==> config.mk <==
export PLATFORM = sky130hd
export DESIGN_NAME = calcorr_top
export DESIGN_NICKNAME = d
export VERILOG_FILES = /design/src/rtl/calcorr_pkg.sv /design/src/rtl/calcorr_coef_bank.sv /design/src/rtl/calcorr_arith.sv /design/src/rtl/calcorr_top.sv
export SDC_FILE = /design/constraint.sdc
export NUM_CORES = 2
export LEC_CHECK = 0
export ABC_CLOCK_PERIOD_IN_PS = 15610
export BUFFER_PORTS_ARGS = -buffer_cell sky130_fd_sc_hd__buf_2
export CAP_MARGIN = 20
export CORE_ASPECT_RATIO = 2
export CORE_MARGIN = 2
export CORE_UTILIZATION = 55
export DETAILED_ROUTE_END_ITERATION = 10
export GPL_TIMING_DRIVEN = 0
export PLACE_DENSITY = 0.8
export SLEW_MARGIN = 40
export SYNTH_ARGS = -nofsm -noshare
export SYNTH_HDL_FRONTEND = slang
export SYNTH_SLANG_ARGS = --single-unit
==> constraint.sdc <==
create_clock -name clk_i -period 15.61 [get_ports clk_i]
set_input_delay 0.7805 -clock clk_i [delete_from_list [all_inputs] [get_ports clk_i]]
set_output_delay 0.7805 -clock clk_i [all_outputs]
set_load 0.02 [all_outputs]
==> src/rtl/calcorr_pkg.sv <==
package calcorr_pkg;

    // Coefficient kind and register part, as decoded from the two low address bits
    typedef enum logic {
        KIND_OFFSET = 1'b0,
        KIND_GAIN   = 1'b1
    } coef_kind_e;

    typedef enum logic {
        PART_HIGH = 1'b0,
        PART_LOW  = 1'b1
    } coef_part_e;

    // Unity gain code for a coefficient of the given width (1.(w-1) format)
    function automatic logic [63:0] unity_code(input int w);
        return 64'd1 << (w - 1);
    endfunction

endpackage

==> src/rtl/calcorr_coef_bank.sv <==
module calcorr_coef_bank
    import calcorr_pkg::*;
#(
    parameter int NUM_CH = 4,
    parameter int DATA_W = 24,
    parameter int REG_W  = 16,
    localparam int CH_W   = (NUM_CH > 1) ? $clog2(NUM_CH) : 1,
    localparam int ADDR_W = CH_W + 2
) (
    input  logic                             clk_i,
    input  logic                             rst_ni,
    input  logic                             wr_en_i,
    input  logic [ADDR_W-1:0]                wr_addr_i,
    input  logic [REG_W-1:0]                 wr_data_i,
    output logic [NUM_CH-1:0][DATA_W-1:0]    off_o,
    output logic [NUM_CH-1:0][DATA_W-1:0]    gain_o
);

    localparam int LOW_W = DATA_W - REG_W;
    localparam logic [DATA_W-1:0] GAIN_ONE = DATA_W'(unity_code(DATA_W));

    typedef struct packed {
        logic [NUM_CH-1:0][DATA_W-1:0] off;
        logic [NUM_CH-1:0][DATA_W-1:0] gain;
        logic [NUM_CH-1:0][REG_W-1:0]  off_hi;
        logic [NUM_CH-1:0][REG_W-1:0]  gain_hi;
    } bank_t;

    function automatic bank_t reset_bank();
        bank_t b;
        for (int c = 0; c < NUM_CH; c++) begin
            b.off[c]     = '0;
            b.gain[c]    = GAIN_ONE;
            b.off_hi[c]  = '0;
            b.gain_hi[c] = GAIN_ONE[DATA_W-1:LOW_W];
        end
        return b;
    endfunction

    bank_t bank_d, bank_q;

    logic [CH_W-1:0] sel_ch;
    coef_kind_e      sel_kind;
    coef_part_e      sel_part;

    assign sel_ch   = wr_addr_i[ADDR_W-1:2];
    assign sel_kind = coef_kind_e'(wr_addr_i[1]);
    assign sel_part = coef_part_e'(wr_addr_i[0]);

    always_comb begin
        bank_d = bank_q;
        if (wr_en_i && (int'(sel_ch) < NUM_CH)) begin
            unique case ({sel_kind, sel_part})
                {KIND_OFFSET, PART_HIGH}: bank_d.off_hi[sel_ch]  = wr_data_i;
                {KIND_GAIN,   PART_HIGH}: bank_d.gain_hi[sel_ch] = wr_data_i;
                {KIND_OFFSET, PART_LOW}:  bank_d.off[sel_ch] =
                    {bank_q.off_hi[sel_ch], wr_data_i[REG_W-1 -: LOW_W]};
                default:                  bank_d.gain[sel_ch] =
                    {bank_q.gain_hi[sel_ch], wr_data_i[REG_W-1 -: LOW_W]};
            endcase
        end
    end

    always_ff @(posedge clk_i) begin
        if (!rst_ni) bank_q <= reset_bank();
        else         bank_q <= bank_d;
    end

    assign off_o  = bank_q.off;
    assign gain_o = bank_q.gain;


    hi_write_holds_chk: assert property (@(posedge clk_i) disable iff (!rst_ni)
        (wr_en_i && !wr_addr_i[0]) |=> ($stable(bank_q.off) && $stable(bank_q.gain)));

endmodule

==> src/rtl/calcorr_arith.sv <==
module calcorr_arith #(
    parameter int NUM_CH = 4,
    parameter int DATA_W = 24,
    localparam int CH_W  = (NUM_CH > 1) ? $clog2(NUM_CH) : 1
) (
    input  logic                          clk_i,
    input  logic                          rst_ni,
    input  logic [NUM_CH-1:0][DATA_W-1:0] off_i,
    input  logic [NUM_CH-1:0][DATA_W-1:0] gain_i,
    input  logic                          in_valid_i,
    input  logic [CH_W-1:0]               in_ch_i,
    input  logic [DATA_W-1:0]             in_data_i,
    output logic                          out_valid_o,
    output logic [CH_W-1:0]               out_ch_o,
    output logic [DATA_W-1:0]             out_data_o
);

    localparam int DIFF_W = DATA_W + 1;
    localparam int FRAC   = DATA_W - 1;
    localparam int PROD_W = 2 * DIFF_W;

    localparam logic signed [PROD_W-1:0] RND =
        {{(PROD_W-FRAC){1'b0}}, 1'b1, {(FRAC-1){1'b0}}};
    localparam logic signed [PROD_W-1:0] SAT_HI =
        {{(PROD_W-DATA_W+1){1'b0}}, {(DATA_W-1){1'b1}}};
    localparam logic signed [PROD_W-1:0] SAT_LO =
        {{(PROD_W-DATA_W+1){1'b1}}, {(DATA_W-1){1'b0}}};

    typedef struct packed {
        logic              s1_valid;
        logic [CH_W-1:0]   s1_ch;
        logic [DIFF_W-1:0] s1_diff;
        logic [DATA_W-1:0] s1_gain;
        logic              o_valid;
        logic [CH_W-1:0]   o_ch;
        logic [DATA_W-1:0] o_data;
    } pipe_t;

    pipe_t pipe_d, pipe_q;

    logic signed [DIFF_W-1:0] x_ext, off_ext;
    logic signed [PROD_W-1:0] diff_ext, gain_ext, prod, shifted;

    always_comb begin
        pipe_d = pipe_q;

        // stage 1: offset removal at 25 bits, coefficient capture
        x_ext   = $signed({in_data_i[DATA_W-1], in_data_i});
        off_ext = $signed({off_i[in_ch_i][DATA_W-1], off_i[in_ch_i]});
        pipe_d.s1_valid = in_valid_i;
        pipe_d.s1_ch    = in_ch_i;
        pipe_d.s1_diff  = x_ext - off_ext;
        pipe_d.s1_gain  = gain_i[in_ch_i];

        // stage 2: scale, round half-up, saturate
        diff_ext = $signed({{(PROD_W-DIFF_W){pipe_q.s1_diff[DIFF_W-1]}}, pipe_q.s1_diff});
        gain_ext = $signed({{(PROD_W-DATA_W){1'b0}}, pipe_q.s1_gain});
        prod     = diff_ext * gain_ext;
        shifted  = (prod + RND) >>> FRAC;
        pipe_d.o_valid = pipe_q.s1_valid;
        pipe_d.o_ch    = pipe_q.s1_ch;
        if (shifted > SAT_HI)      pipe_d.o_data = SAT_HI[DATA_W-1:0];
        else if (shifted < SAT_LO) pipe_d.o_data = SAT_LO[DATA_W-1:0];
        else                       pipe_d.o_data = shifted[DATA_W-1:0];
    end

    always_ff @(posedge clk_i) begin
        if (!rst_ni) pipe_q <= '0;
        else         pipe_q <= pipe_d;
    end

    assign out_valid_o = pipe_q.o_valid;
    assign out_ch_o    = pipe_q.o_ch;
    assign out_data_o  = pipe_q.o_data;

    // cycles since reset, saturating, so $past never reaches before reset
    logic [1:0] age_q;
    always_ff @(posedge clk_i) begin
        if (!rst_ni)             age_q <= '0;
        else if (age_q != 2'd2)  age_q <= age_q + 2'd1;
    end


    latency_chk: assert property (@(posedge clk_i) disable iff (!rst_ni)
        (age_q == 2'd2) |-> (out_valid_o == $past(in_valid_i, 2)));


    tag_carry_chk: assert property (@(posedge clk_i) disable iff (!rst_ni)
        ((age_q == 2'd2) && out_valid_o) |-> (out_ch_o == $past(in_ch_i, 2)));


    zero_gain_chk: assert property (@(posedge clk_i) disable iff (!rst_ni)
        (pipe_q.s1_valid && (pipe_q.s1_gain == '0)) |=> (out_data_o == '0));


    sat_high_chk: assert property (@(posedge clk_i) disable iff (!rst_ni)
        (pipe_q.s1_valid && !pipe_q.s1_diff[DIFF_W-1] && pipe_q.s1_diff[DIFF_W-2]
         && pipe_q.s1_gain[DATA_W-1]) |=> (out_data_o == SAT_HI[DATA_W-1:0]));


    sat_low_chk: assert property (@(posedge clk_i) disable iff (!rst_ni)
        (pipe_q.s1_valid && pipe_q.s1_diff[DIFF_W-1] && !pipe_q.s1_diff[DIFF_W-2]
         && pipe_q.s1_gain[DATA_W-1]) |=> (out_data_o == SAT_LO[DATA_W-1:0]));


    sign_follow_chk: assert property (@(posedge clk_i) disable iff (!rst_ni)
        (pipe_q.s1_valid && !pipe_q.s1_diff[DIFF_W-1]) |=> !out_data_o[DATA_W-1]);

endmodule

==> src/rtl/calcorr_top.sv <==
module calcorr_top #(
    parameter int NUM_CH = 4,
    parameter int DATA_W = 24,
    parameter int REG_W  = 16,
    localparam int CH_W   = (NUM_CH > 1) ? $clog2(NUM_CH) : 1,
    localparam int ADDR_W = CH_W + 2
) (
    input  logic              clk_i,
    input  logic              rst_ni,
    input  logic              wr_en_i,
    input  logic [ADDR_W-1:0] wr_addr_i,
    input  logic [REG_W-1:0]  wr_data_i,
    input  logic              in_valid_i,
    input  logic [CH_W-1:0]   in_ch_i,
    input  logic [DATA_W-1:0] in_data_i,
    output logic              out_valid_o,
    output logic [CH_W-1:0]   out_ch_o,
    output logic [DATA_W-1:0] out_data_o
);

    logic [NUM_CH-1:0][DATA_W-1:0] off_w;
    logic [NUM_CH-1:0][DATA_W-1:0] gain_w;

    calcorr_coef_bank #(
        .NUM_CH (NUM_CH),
        .DATA_W (DATA_W),
        .REG_W  (REG_W)
    ) i_bank (
        .clk_i     (clk_i),
        .rst_ni    (rst_ni),
        .wr_en_i   (wr_en_i),
        .wr_addr_i (wr_addr_i),
        .wr_data_i (wr_data_i),
        .off_o     (off_w),
        .gain_o    (gain_w)
    );

    calcorr_arith #(
        .NUM_CH (NUM_CH),
        .DATA_W (DATA_W)
    ) i_arith (
        .clk_i       (clk_i),
        .rst_ni      (rst_ni),
        .off_i       (off_w),
        .gain_i      (gain_w),
        .in_valid_i  (in_valid_i),
        .in_ch_i     (in_ch_i),
        .in_data_i   (in_data_i),
        .out_valid_o (out_valid_o),
        .out_ch_o    (out_ch_o),
        .out_data_o  (out_data_o)
    );

endmodule

Yosys cells after proc, flatten, opt, wreduce, memory -nomap -nowiden
Index checks and enable logic that the tools add are counted.
{ "classes": {"bitwise": 2, "shift": 0, "multipliers": 1, "add_sub_neg": 2, "n_div": 0, "eq_ne": 2, "n_lt_le_gt_ge": 5, "muxes": 18, "reduce_logical": 8} }
{ "ops": {"columns": ["op", "n"], "rows": [
  ["bitwise mux 96 bit", 2],
  ["bitwise mux 64 bit", 2],
  ["binary-select mux 24 bit (select 2 bit)", 2],
  ["two-way mux 24 bit", 4],
  ["binary-select mux 16 bit (select 2 bit)", 2],
  ["adder 50 x 24 -> 50 bit (second input constant)", 1],
  ["multiplier 25 x 25 -> 50 bit", 1],
  ["demux 24 bit (select 2 bit)", 1],
  ["two-way mux 16 bit", 3],
  ["demux 16 bit (select 2 bit)", 1],
  ["> comparator 27 x 24 -> 1 bit (second input constant)", 1],
  ["less-than comparator 27 x 24 -> 1 bit (second input constant)", 1],
  ["subtractor 24 x 24 -> 25 bit", 1],
  ["two-way mux 23 bit", 1],
  ["AND reduction 2 bit", 4],
  ["less-than comparator 2 x 3 -> 1 bit (second input constant)", 2],
  ["OR reduction 3 bit", 1],
  ["equality test 2 x 1 -> 1 bit (second input constant)", 1],
  ["equality test 2 bit (second input constant)", 1],
  ["greater-or-equal comparator 2 x 1 -> 1 bit (second input constant)", 1],
  ["zero test 2 bit", 1],
  ["inverter 1 bit", 2],
  ["OR reduction 2 bit", 1],
  ["logical AND 1 bit", 1]
]} }
{ "word_totals": {"reg_bits": 399, "mem_bits_ro": 0, "mem_count": 0, "latchBits": 0, "mem_bits_rw": 0} }

Longest topological paths before layout
{ "logic_depth": {"ltp_word": 5, "ltp_mapped": 28} }

By module
A second synthesis with hierarchy kept.
{ "hier_totals": {"cells_unflattened": 4098, "hier_area_um2": 39855.7} }
{ "modules_own_cells": {"columns": ["module", "area_each_um2", "instances", "seq_area_each_um2", "cells_per_inst"], "rows": [
  ["calcorr_arith", 26844.5, 1, 1581.5, 2851],
  ["calcorr_coef_bank", 13011.2, 1, 6406.1, 1247]
]} }

Least setup slack after synthesis
OpenSTA, ideal clock, no wires.
{ "synth_path": {"path_type": "register -> register", "startpoint": "register i_arith.pipe_q, in the netlist i_arith.diff_ext[24]", "endpoint": "register i_arith.pipe_q, in the netlist i_arith.out_data_o[11]", "t_required_ns": 15.523, "stages_incl_launch_ff": 27, "path_slack_ns": 8.080, "arrival_time_ns": 7.443, "setup_time_ns": 0.087, "cell_sequence": "dfxtp_1 clkbuf_1 nand2_1 inv_1 fa_1 fa_1 inv_1 fa_1 inv_1 fa_1 fa_1 fa_1 inv_1 fa_1 inv_1 ha_1 clkbuf_1 a21o_1 a21oi_1 nor2b_1 nor3b_1 o41a_1 a211oi_1 xnor2_1 a311o_1 buf_4 o31ai_1"} }
{ "synth_between": {"elab_chain_cells": 5} }
{ "synth_rtl": {"columns": ["item", "line_no", "rtl"], "rows": [
  ["from (decl)", "calcorr_arith.sv:39", "pipe_t pipe_d, pipe_q;"],
  ["from (signal assigned)", "calcorr_arith.sv:69", "else pipe_q <= pipe_d;"],
  ["multiplier 25 x 25 -> 50 bit (*)", "calcorr_arith.sv:58", "prod = diff_ext * gain_ext;"],
  ["adder 50 x 24 -> 50 bit (*)", "calcorr_arith.sv:59", "shifted = (prod + RND) >>> FRAC;"],
  ["less-than comparator 27 x 24 -> 1 bit", "calcorr_arith.sv:63", "else if (shifted < SAT_LO) pipe_d.o_data = SAT_LO[DATA_W-1:0];"],
  ["two-way mux 24 bit", "calcorr_arith.sv:63", null],
  ["two-way mux 23 bit (*)", "calcorr_arith.sv:62", "if (shifted > SAT_HI) pipe_d.o_data = SAT_HI[DATA_W-1:0];"]
]} }
Every way passes the cells marked *; elsewhere a longest branch is shown, timed or not.
A chain may end at the register's enable or synchronous reset.

Final worst setup path
{ "layout_path": {"startpoint": "register i_arith.pipe_q, in the netlist i_arith.gain_ext[18]", "endpoint": "register i_arith.pipe_q, in the netlist i_arith.out_data_o[6]"} }
Same word-level chain as after synthesis.

==> metrics.log <==
INFO  metric status = finished, final reports clean
INFO  metric numPortBuffers = 56
INFO  metric setup_repair_after_global_routing_missed_its_margin = no
INFO  metric via_count_of_the_first_global_routing_pass = 33160
INFO  metric cts_setup_buffers = 0
INFO  metric drv_cap = 0
INFO  metric drt-pass1-iter-count = 8
INFO  metric max_freq = 100.5 MHz
INFO  metric transition_time_of_the_tightest_slew_check_pin = 0.9132 ns
INFO  metric pin_count_of_the_biggest_net_entering_global_routing = 17
INFO  metric fin_cells = 5407
INFO  metric maxSlewViolCount = 0
INFO  metric clk_latency = 0.58 ns
INFO  metric synthDominantCellAreaShare = 32.56%
INFO  metric synth_enable_flop_cells = 0
INFO  metric synth_cell_types = 65
INFO  metric ctsRootBufferMaster = clkbuf_16
INFO  metric worst_clock_skew = 0.02453 ns
INFO  metric routed_wl = 121800 µm
INFO  metric hold_path_class = in2reg
INFO  metric setup_viol_count_final = 0
INFO  metric gr-total-overflow = 0
INFO  metric cts-hold-fix-buffers = 0
INFO  metric die-width = 192.1 µm
INFO  metric async_flop_share = 0%
INFO  metric worstSetupPathType = reg2reg
INFO  metric cp_max_stage_delay = 0.66 ns
INFO  metric post_drt_wl_per_cell = 22.52 µm
INFO  metric final_weighted_congestion_of_routability_driven_global_placement = 1.016
INFO  metric cts_made_buffers = 38
INFO  metric finalCritPeriodShare = 63.75%
INFO  metric synth_ff_type = dfxtp_1
INFO  metric fraction_of_layout_cells_with_a_size_suffix_above_1 = 4.831%
INFO  metric hold_viol_final = 0
INFO  metric floorplan.io_pins = 77
INFO  metric hpwl = 98010 µm
INFO  metric fin_tns_setup = 0 ns
INFO  metric core-area = 0.07045 mm²
INFO  metric layout_min_cycle_time = 9.951 ns
INFO  metric mappedNetlistArea = 0.03891 mm²
INFO  metric cp_max_fo = 10
INFO  metric post-layout-total-power = 2.336 mW
INFO  metric power_density = 56.03 mW/mm²
INFO  metric post_cts_resize_count = 0
INFO  metric cpMostUsedCell = fa_1
INFO  metric netlist.top_cell.by_area = fa_1
INFO  metric number_of_buffers_between_clock_root_and_the_deepest_sink = 3
INFO  metric drc_errors = 0
INFO  metric drt.antenna.violating_nets = 0
INFO  metric antenna_found_initial = 5
INFO  metric yosys_warnings = 0
INFO  metric die_area = 0.07303 mm²
INFO  metric netlist_top_cells_area = fa_1, dfxtp_1, inv_1
INFO  metric placement_rows = 138
INFO  metric post_drt_via_cell_ratio = 5.847
INFO  metric h_tree_levels = 2
INFO  metric arrival = 10.41 ns
INFO  metric num_vias = 31620
INFO  metric critical_path_sink_type = flip-flop
INFO  metric floorplan.initialDensity = 55.24%
INFO  metric timing.critical_path.required = 16.07 ns
INFO  metric dpl.cell_count = 5334
INFO  metric synthesis.instances = 4366
INFO  metric ir_worst_vdd = 0.1090 mV
INFO  metric slew_headroom = 39.12%
INFO  metric die_h = 380.2 µm
INFO  metric clkSinkCount = 399
INFO  metric clkSlewWorstSetupHoldPaths = 0.07 ns
INFO  metric synth_seq_cells = 399
INFO  metric synthesis.area_per_instance = 8.913 µm²
INFO  metric ys_seq_area_share = 20.53%
INFO  metric leakagePower = 18.95 nW
INFO  metric syn_nets = 5235
INFO  metric finish.net_count = 5333
INFO  metric initialDrtViolationCount = 3181
INFO  metric slowest_stage_cell_on_the_critical_path = clkbuf_1
INFO  metric groute.usage.overall = 34.31%
INFO  metric tritoncts = built
INFO  metric syn2layout_area_growth = 7.144%
INFO  metric critPathLaunchType = flip-flop
INFO  metric grt_pass1_wl = 187200 µm
final timing paths:
| check | start | cells after the start | slack [ns] | to |
|---|---|---|---|---|
| worst max register to register | i_arith.gain_ext[18]$_SDFF_PN0_ | 28 | 5.66 | i_arith.out_data_o[6]$_SDFF_PN0_ |
| worst max-delay path | i_arith.gain_ext[18]$_SDFF_PN0_ | 28 | 5.66 | i_arith.out_data_o[6]$_SDFF_PN0_ |
| worst min-delay path | in_valid_i | 2 | 0.42 | i_arith.pipe_d[26]$_SDFF_PN0_ |
| worst min register to register | i_arith.pipe_d[25]$_SDFF_PN0_ | 1 | 0.44 | i_arith.out_ch_o[1]$_SDFF_PN0_ |
Yosys cell counts, drive strengths merged (2+ instances only):
| master | number |
|---|---|
| xnor2 | 33 |
| nand2b | 10 |
| buf | 28 |
| nor3b | 5 |
| a21boi | 2 |
| a21oi | 369 |
| mux4 | 48 |
| ha | 186 |
| inv | 770 |
| nand4b | 64 |
| a311o | 2 |
| nor3 | 18 |
| or2 | 5 |
| fa | 633 |
| or3 | 2 |
| nand4 | 45 |
| xor2 | 21 |
| a31oi | 7 |
| nor2 | 88 |
| a311oi | 3 |
| clkbuf | 242 |
| o21ai | 57 |
| nor2b | 9 |
| o31ai | 5 |
| nand3 | 19 |
| a221oi | 2 |
| nor4 | 2 |
| o211ai | 6 |
| a21o | 28 |
| and2 | 429 |
| o221ai | 2 |
| nand2 | 738 |
| nor4b | 32 |
| a2111oi | 3 |
| dfxtp | 399 |
| a211oi | 11 |
| o21a | 8 |
| o21bai | 6 |
| and3 | 13 |
| nand3b | 2 |
metal layers:
metal	GRT usage (%)	up-vias	wire length (µm)
li1	-	13670	-
met2	53.78	1907	55440
met1	40.72	15420	42160
met5	0	-	0
met3	6.964	624	11890
met4	27.40	0	12280
cell usage in the layout (no fill, tap or decap), types with 6 or more instances in the layout:
cell and instances:
a211oi_1 10, a21o_1 28, a21oi_1 369, a31oi_1 7, and2_1 429, and3_1 13
buf_1 23, buf_2 57, clkbuf_1 242, clkbuf_16 38, clkbuf_2 8, clkinv_2 7
dfxtp_1 399, fa_1 633, ha_1 186, inv_1 770, mux4_2 48, nand2_1 738
nand2b_1 10, nand3_1 19, nand4_1 45, nand4b_1 64, nor2_1 88, nor2b_1 9
nor3_1 15, nor4b_1 32, o21a_1 8, o21ai_0 33, o21ai_2 20, o21bai_1 6
xnor2_1 33, xor2_1 21
flip-flops by register name, summed over array words and instances (netlist names):
signal	count
i_arith.diff_ext	25
i_arith.pipe_d	3
i_bank.off_o	96
i_arith.out_valid_o	1
i_arith.gain_ext	24
i_bank.bank_q	128
i_arith.out_data_o	24
i_bank.gain_o	96
i_arith.out_ch_o	2
critical path, delay by kind of cell, from the launching register on:
kind,cells,cell delay [ns]
fa+ha+maj,8,3.71
simple gates,5,1.78
flops,1,0.41
compound gates,5,1.77
xor+xnor,1,0.25
buf+inv,9,1.92
logic make-up (layout without fill, tap and decap cells):
logic type      Yosys count  after routing  share of synthesized area (%)
compound gates          521            521                          7.717
xor+xnor                 54             54                          1.215
fa+ha+maj               819            819                          38.54
buf+inv                1040           1166                          10.10
flops                   399            399                          20.53
mux                      50             50                          2.833
other cells               0              5                              0
simple gates           1483           1483                          19.06
final cells by class:
cell class	count	area, µm²
Antenna cell	5	12.51
Buffer	270	1047
Clock buffer	51	1050
Clock inverter	17	250.2
Fill cell	5960	28750
Inverter	770	2890
Multi-Input combinational cell	2927	27020
Sequential cell	399	7988
Tap cell	910	1139
Timing Repair Buffer	58	295.3
where the power goes:
| part | leakage (nW) | total, mW | internal (mW) | switching (mW) |
|---|---|---|---|---|
| Sequential | 3.23 | 1.06 | 1.04 | 0.0236 |
| Combinational | 15.1 | 0.291 | 0.0825 | 0.209 |
| Clock | 0.641 | 0.984 | 0.561 | 0.423 |
| Total | 18.9 | 2.34 | 1.68 | 0.655 |
through the flow:
stage / hold slack [ns] / instance area [µm²] / worst slack (ns) / util [%]
2_1_floorplan: 0.4119 / 38910 / 8.080 / -
3_3_place_gp: 0.4237 / 40330 / 5.977 / 57.25
3_5_place_dp: 0.4200 / 40370 / 5.928 / 57.30
4_1_cts: 0.4137 / 41670 / 5.881 / 59.15
5_1_grt: 0.4229 / 41690 / 5.472 / 59.17
6_report: 0.4209 / 41700 / 5.659 / 59.19
No activity file was read; power rests on OpenSTA's default activity.
